## src/rtl/wdg_pkg.sv

```systemverilog
package wdg_pkg;

    localparam int PERIOD_W = 8;
    localparam int SRC_SEL_W = 4;
    localparam int STAGE_W = 2;

    // Register byte addresses; software decodes these.
    localparam logic [3:0] ADR_CFG    = 4'h0;
    localparam logic [3:0] ADR_STATUS = 4'h4;
    localparam logic [3:0] ADR_CMD    = 4'h8;
    localparam logic [3:0] ADR_UNLOCK = 4'hC;

    localparam logic [31:0] UNLOCK_KEY = 32'h0000_C45A;
    localparam logic [STAGE_W-1:0] LAST_STAGE = 2'd3;

    // Configuration layout, MSB first (bit 15 down to bit 0).
    typedef struct packed {
        logic                 rst_en;
        logic [1:0]           spare;
        logic                 irq_en;
        logic [PERIOD_W-1:0]  period;
        logic [SRC_SEL_W-1:0] src;
    } wdg_cfg_t;

    typedef struct packed {
        logic                start;
        logic                stop;
    } wdg_cmd_t;

    function automatic logic [PERIOD_W-1:0] eff_period(input logic [PERIOD_W-1:0] p);
        return (p == '0) ? PERIOD_W'(1) : p;
    endfunction

endpackage

```

## src/rtl/wdg_tick_sel.sv

```systemverilog
module wdg_tick_sel #(
    parameter int SRC_N = 16
) (
    input  logic [SRC_N-1:0]               tick_src_i,
    input  logic [wdg_pkg::SRC_SEL_W-1:0]  src_i,
    output logic                           tick_o
);
    logic [SRC_N-1:0] hit;

    for (genvar i = 0; i < SRC_N; i++) begin : g_src
        assign hit[i] = tick_src_i[i] && (src_i == wdg_pkg::SRC_SEL_W'(i));
    end

    assign tick_o = |hit;
endmodule

```

## src/rtl/wdg_regs.sv

```systemverilog
module wdg_regs
    import wdg_pkg::*;
#(
    parameter int DATA_W = 32,
    parameter int ADDR_W = 4
) (
    input  logic                clk,
    input  logic                rst,
    input  logic [ADDR_W-1:0]   addr_i,
    input  logic [DATA_W-1:0]   wdata_i,
    input  logic                we_i,
    input  logic [PERIOD_W-1:0] count_i,
    input  logic [STAGE_W-1:0]  stage_i,
    output wdg_cfg_t            cfg_o,
    output wdg_cmd_t            cmd_o,
    output logic [DATA_W-1:0]   rdata_o
);
    wdg_cfg_t cfg_q;
    logic     unl_q;
    logic     wr_cfg, wr_cmd, wr_unl;

    assign wr_cfg = we_i && (addr_i == ADDR_W'(ADR_CFG));
    assign wr_cmd = we_i && (addr_i == ADDR_W'(ADR_CMD));
    assign wr_unl = we_i && (addr_i == ADDR_W'(ADR_UNLOCK));

    always_ff @(posedge clk) begin
        if (rst) begin
            cfg_q <= '0;
            unl_q <= 1'b0;
        end else begin
            if (wr_cfg) cfg_q <= wdg_cfg_t'(wdata_i[15:0]);
            if (we_i)   unl_q <= wr_unl && (wdata_i == DATA_W'(UNLOCK_KEY));
        end
    end

    assign cmd_o.start = wr_cmd && wdata_i[0];
    assign cmd_o.stop  = wr_cmd && wdata_i[1] && unl_q;
    assign cfg_o       = cfg_q;

    always_comb begin
        rdata_o = '0;
        if (addr_i == ADDR_W'(ADR_CFG))
            rdata_o[15:0] = cfg_q;
        else if (addr_i == ADDR_W'(ADR_STATUS))
            rdata_o[13:0] = {stage_i, count_i, 4'b0000};
    end

    // the unlock never survives a non-unlock write
    a_r9_unlock_drop: assert property (@(posedge clk) disable iff (rst)
        (we_i && !wr_unl) |=> !unl_q);
    // configuration only changes on its own write
    a_r2_cfg_hold: assert property (@(posedge clk) disable iff (rst)
        !wr_cfg |=> $stable(cfg_q));
endmodule

```

## src/rtl/wdg_counter.sv

```systemverilog
module wdg_counter
    import wdg_pkg::*;
(
    input  logic                clk,
    input  logic                rst,
    input  wdg_cmd_t            cmd_i,
    input  logic                tick_i,
    input  logic [PERIOD_W-1:0] period_i,
    input  logic                irq_en_i,
    input  logic                rst_en_i,
    output logic [PERIOD_W-1:0] count_o,
    output logic [STAGE_W-1:0]  stage_o,
    output logic                irq_o,
    output logic                rst_req_o
);
    logic                run_q, irq_q, rreq_q;
    logic [PERIOD_W-1:0] cnt_q;
    logic [STAGE_W-1:0]  stage_q;
    logic                expire;

    assign expire = run_q && tick_i && (cnt_q <= PERIOD_W'(1));

    always_ff @(posedge clk) begin
        if (rst) begin
            run_q   <= 1'b0;
            irq_q   <= 1'b0;
            rreq_q  <= 1'b0;
            cnt_q   <= '0;
            stage_q <= '0;
        end else begin
            rreq_q <= 1'b0;
            if (cmd_i.stop) begin
                run_q <= 1'b0;
                irq_q <= 1'b0;
            end else if (cmd_i.start) begin
                run_q   <= 1'b1;
                irq_q   <= 1'b0;
                cnt_q   <= eff_period(period_i);
                stage_q <= '0;
            end else if (expire) begin
                if (stage_q == LAST_STAGE) begin
                    run_q  <= 1'b0;
                    rreq_q <= rst_en_i;
                end else begin
                    stage_q <= stage_q + STAGE_W'(1);
                    cnt_q   <= eff_period(period_i);
                    if (stage_q == '0 && irq_en_i) irq_q <= 1'b1;
                end
            end else if (run_q && tick_i) begin
                cnt_q <= cnt_q - PERIOD_W'(1);
            end
        end
    end

    assign count_o   = cnt_q;
    assign stage_o   = stage_q;
    assign irq_o     = irq_q;
    assign rst_req_o = rreq_q;

    // the reset request is a single-cycle pulse
    a_r7_rst_one_cycle: assert property (@(posedge clk) disable iff (rst)
        rreq_q |=> !rreq_q);
    // the reset request is only raised at the final stage and counting has stopped
    a_r7_rst_final: assert property (@(posedge clk) disable iff (rst)
        rreq_q |-> (stage_q == LAST_STAGE) && !run_q);
    // the interrupt rises only on entering the first expired stage
    a_r6_irq_first: assert property (@(posedge clk) disable iff (rst)
        $rose(irq_q) |-> stage_q == STAGE_W'(1));
    // a running countdown never shows zero
    a_r5_count_live: assert property (@(posedge clk) disable iff (rst)
        run_q |-> cnt_q != '0);
    // a stopped counter holds its countdown until started
    a_r4_stopped_hold: assert property (@(posedge clk) disable iff (rst)
        (!run_q && !cmd_i.start) |=> $stable(cnt_q));
    // without a stop command or a tick, counting continues
    a_r9_keep_running: assert property (@(posedge clk) disable iff (rst)
        (run_q && !cmd_i.stop && !tick_i) |=> run_q);
endmodule

```

## src/rtl/staged_watchdog.sv

```systemverilog
module staged_watchdog
    import wdg_pkg::*;
#(
    parameter int DATA_W = 32,
    parameter int ADDR_W = 4,
    parameter int SRC_N  = 16
) (
    input  logic              clk,
    input  logic              rst,
    input  logic [ADDR_W-1:0] bus_addr,
    input  logic [DATA_W-1:0] bus_wdata,
    input  logic              bus_we,
    output logic [DATA_W-1:0] bus_rdata,
    input  logic [SRC_N-1:0]  tick_src,
    output logic              irq_out,
    output logic              rst_req
);
    wdg_cfg_t            cfg;
    wdg_cmd_t            cmd;
    logic                tick;
    logic [PERIOD_W-1:0] count;
    logic [STAGE_W-1:0]  stage;

    wdg_regs #(.DATA_W(DATA_W), .ADDR_W(ADDR_W)) u_regs (
        .clk(clk), .rst(rst), .addr_i(bus_addr), .wdata_i(bus_wdata),
        .we_i(bus_we), .count_i(count), .stage_i(stage),
        .cfg_o(cfg), .cmd_o(cmd), .rdata_o(bus_rdata)
    );

    wdg_tick_sel #(.SRC_N(SRC_N)) u_sel (
        .tick_src_i(tick_src), .src_i(cfg.src), .tick_o(tick)
    );

    wdg_counter u_cnt (
        .clk(clk), .rst(rst), .cmd_i(cmd), .tick_i(tick),
        .period_i(cfg.period), .irq_en_i(cfg.irq_en), .rst_en_i(cfg.rst_en),
        .count_o(count), .stage_o(stage), .irq_o(irq_out), .rst_req_o(rst_req)
    );
endmodule

```

## config.mk

```make
export PLATFORM = sky130hd
export DESIGN_NAME = staged_watchdog
export DESIGN_NICKNAME = d
export VERILOG_FILES = /design/src/rtl/wdg_pkg.sv /design/src/rtl/wdg_tick_sel.sv /design/src/rtl/wdg_regs.sv /design/src/rtl/wdg_counter.sv /design/src/rtl/staged_watchdog.sv
export SDC_FILE = /design/constraint.sdc
export NUM_CORES = 1
export LEC_CHECK = 0
export BUFFER_PORTS_ARGS = -buffer_cell sky130_fd_sc_hd__buf_2
export CAP_MARGIN = 20
export CORE_MARGIN = 10
export CORE_UTILIZATION = 40
export CTS_BUF_LIST = sky130_fd_sc_hd__clkbuf_4 sky130_fd_sc_hd__clkbuf_8 sky130_fd_sc_hd__clkbuf_16
export DETAILED_ROUTE_END_ITERATION = 8
export PLACE_DENSITY = 0.78
export SLEW_MARGIN = 0
export SYNTH_ARGS = -nofsm -noshare
export SYNTH_HDL_FRONTEND = slang
export SYNTH_HIERARCHICAL = 1
export SYNTH_SLANG_ARGS = --single-unit
```

## constraint.sdc

```tcl
create_clock -name clk -period 7.9 [get_ports clk]
set_input_delay 2.37 -clock clk [delete_from_list [all_inputs] [get_ports clk]]
set_output_delay 2.37 -clock clk [all_outputs]
set_load 0.005 [all_outputs]
```

==> impl_results.md <==
* CTS sink cnt at 30
* Setup crit start: bus_addr[2]
* Antenna-violating nets left at 0
* Largest net degree at the start of global routing at 33
* Antenna violations before repair at 0
* Max cap viols at 0
* Clock skew at 6.521 ps
* WP data arrival at 3840 ps
* Crit path buf inv count at 2
* H-tree levels at 2
* Fin. max-slew vios at 0
* Reg clk slew, reported paths at 60 ps
* Number of global-route vias before repair at 2135
* Clock root buffer: clkbuf_8
* CP Data Required Time at 5530 ps
* Routed Wire Length at 6146 um
* Minimum clock period at 6214 ps
* Worst-Margin Slew at 853.4 ps
* Via count at 2083
* Async SR Flop Fraction at 0
* Setup TNS at 0 ps
* Leakage at 1.073 nW
* Post-synthesis sequential area ratio at 0.2904
* Yosys cell types at 50
* Final Hold Vio Count at 0
* Outcome: finished, final reports clean
* Endpoints failing setup at 0
* First-pass GRT wire length at 9908 um
* Core Region at 5075 um2
* Die Area at 8447 um2
* Number of synthesized flops with an enable pin at 0
* Top cell by count, worst path: buf_2
* DRT iter0 DRCs at 173
* Dpl hpwl at 4733 um
* Post-CTS Setup Inserts at 0
* Final #Nets at 365
* Worst setup SP type: input pin
* WL met3 at 492 um
* Site Rows at 26
* Cell family with most CP delay: simple AND/OR/NAND/NOR gates
* Clk_lat worst skew at 280 ps
* Routed met2 length at 3069 um
* Overall power at 0.3263 mW
* Critical R2R Launch: u_regs/cfg_o[0]
* CTS max path bufs at 2
* IO Count at 89
* Hold_sp: u_regs/unl_q
* Syn avg cell area at 8.546 um2
* VDD IR max at 0.00007585 V
* Uppermost layer routed: met4
* Seq cells post-synth at 30
* Unrepaired setup endpoints after global routing: false
* R2r setup slk at 5150 ps
* Gpl congestion at 0.8527
* Buffers on Ports at 72
* Synth Cell Area at 2068 um2
* Average wire per standard cell at 16.39 um
* Main synth FF type: dfxtp_1
* Layout area overhead at 18.63%
* Crit-path max cell delay at 720 ps
* Crit Path Max Fanout at 10
* Critical Path Sink Type: output port
* Pre-antenna DRT Iters at 4
* CTS tree: yes
* Gr usage total at 0.1382
* Die Wd at 91.91 um
* Diodes inserted at 0
* Fin crit share at 0.7865
* Rel. slew slack at 0.4299
* Synth Instances at 242
* CP Cell Sequence: buf_2, nor3b_1, nor2b_1, a22o_1, buf_2
* Yosys warns at 6
* TritonCTS buffer count at 5
* DRC at 0
* Slowest cell on crit path: nor2b_1
* Layout cells sized above 1 at 0.2918
* Min-delay worst type: register to register
* Power density over cell area at 133.0 nW/um2
* Die height at 91.91 um
* Initial core utilization at 0.4075
* Total gr overflow at 0
* Fmax at 160.9 MHz
* WL met1 at 2553 um
* Post-cts resize count at 0
* Fillers at 521
* Vias per cell at 5.555
* Crit path kind: input pin to output port
* Cts hold-fix bufs at 0
## logic make-up (layout without fill, tap and decap cells)
| kind of cell | after synthesis | count (layout) | share of synthesized area |
|---|---|---|---|
| compound gates | 75 | 75 | 0.2353 |
| fa+ha+maj | 4 | 4 | 0.02420 |
| buf+inv | 44 | 92 | 0.1307 |
| flops | 30 | 30 | 0.2904 |
| mux | 12 | 12 | 0.08954 |
| other cells | 1 | 16 | 0.001813 |
| simple gates | 76 | 76 | 0.2281 |
## placed cells by master (no fill, tap or decap), drive strengths merged, types with 2 or more instances in the layout
cell,count
ha,4
a21oi,25
and4,3
or2,3
nor3,3
dfxtp,30
buf,74
and3,4
and2,7
a211oi,2
clkbuf,6
inv,12
mux4,4
conb,16
nor4bb,3
a31oi,5
nand3,17
nor4,11
a22o,10
nor2b,2
o32ai,8
nor2,7
mux2i,8
or3,3
nand2,6
nand4,3
o21ai,16
## cell type report
type,instances,area (um2),share of cell area
inverter,12,45.04,0.01836
clock buffer,6,82.58,0.03366
timing repair buffer,74,375.4,0.1530
tap,70,87.58,0.03570
sequential,30,600.6,0.2448
multi-input combinational,183,1262,0.5145
## synthesized netlist by cell type, drive strengths merged, types with 2 or more instances
library cell,number,share of area
and3,4,0.013
a211oi,2,0.0073
inv,12,0.022
nand2,6,0.011
mux2i,8,0.039
nor2b,2,0.0060
and4,3,0.013
or2,3,0.0091
nor4bb,3,0.015
or3,3,0.0091
and2,7,0.021
o21ai,16,0.039
nor3,3,0.0073
o32ai,8,0.034
ha,4,0.024
a21oi,25,0.060
a31oi,5,0.015
nor2,7,0.013
mux4,4,0.051
clkbuf,7,0.013
dfxtp,30,0.29
nand3,17,0.041
a22o,10,0.042
buf,24,0.091
nor4,11,0.044
nand4,3,0.0091
## worst min-delay path: stages (launching register included)
cell and delay [ps]:
dfxtp_1 320, nand2_1 50, o31ai_1 50
## per-layer routing
| layer | vias up | global-route usage |
|---|---|---|
| met5 | - | 0 |
| met4 | 0 | 0.03599 |
| met3 | 6 | 0.05053 |
| met2 | 91 | 0.2412 |
| met1 | 969 | 0.1551 |
| li1 | 1017 | - |
## state kept, by name, indices dropped and copies added (netlist names)
name,flops
u_regs/cfg_o,16
u_cnt/count_o,8
u_cnt/stage_o,2
u_cnt/irq_o,1
u_cnt/rst_req_o,1
u_cnt/run_q,1
u_regs/unl_q,1
## per-stage QoR
step	instance area (um2)	worst slack, ps	hold WS (ps)	utilization	cells
2_1_floorplan	2125	2359	416.7	-	257
3_3_place_gp	2364	1711	428.9	0.4657	368
3_5_place_dp	2364	1702	431.0	0.4657	368
4_1_cts	2446	1704	445.6	0.4820	374
5_1_grt	2454	1543	495.0	0.4835	375
6_report	2454	1686	446.9	0.4835	375
## where the power goes
group	leakage [nW]	internal (mW)	total (mW)	switching [mW]
clock	0.0431	0.0671	0.122	0.0552
combinational	0.788	0.0219	0.0479	0.0260
sequential	0.242	0.153	0.156	0.00271
total	1.07	0.242	0.326	0.0840
## worst paths after layout
path	end	depth (start not counted)
setup reg to reg	u_cnt/count_o[3]	8
hold / removal	u_regs/unl_q	2
hold reg to reg	u_regs/unl_q	2
setup / recovery	bus_rdata[4]	5
(Power assumes the default switching activity.)
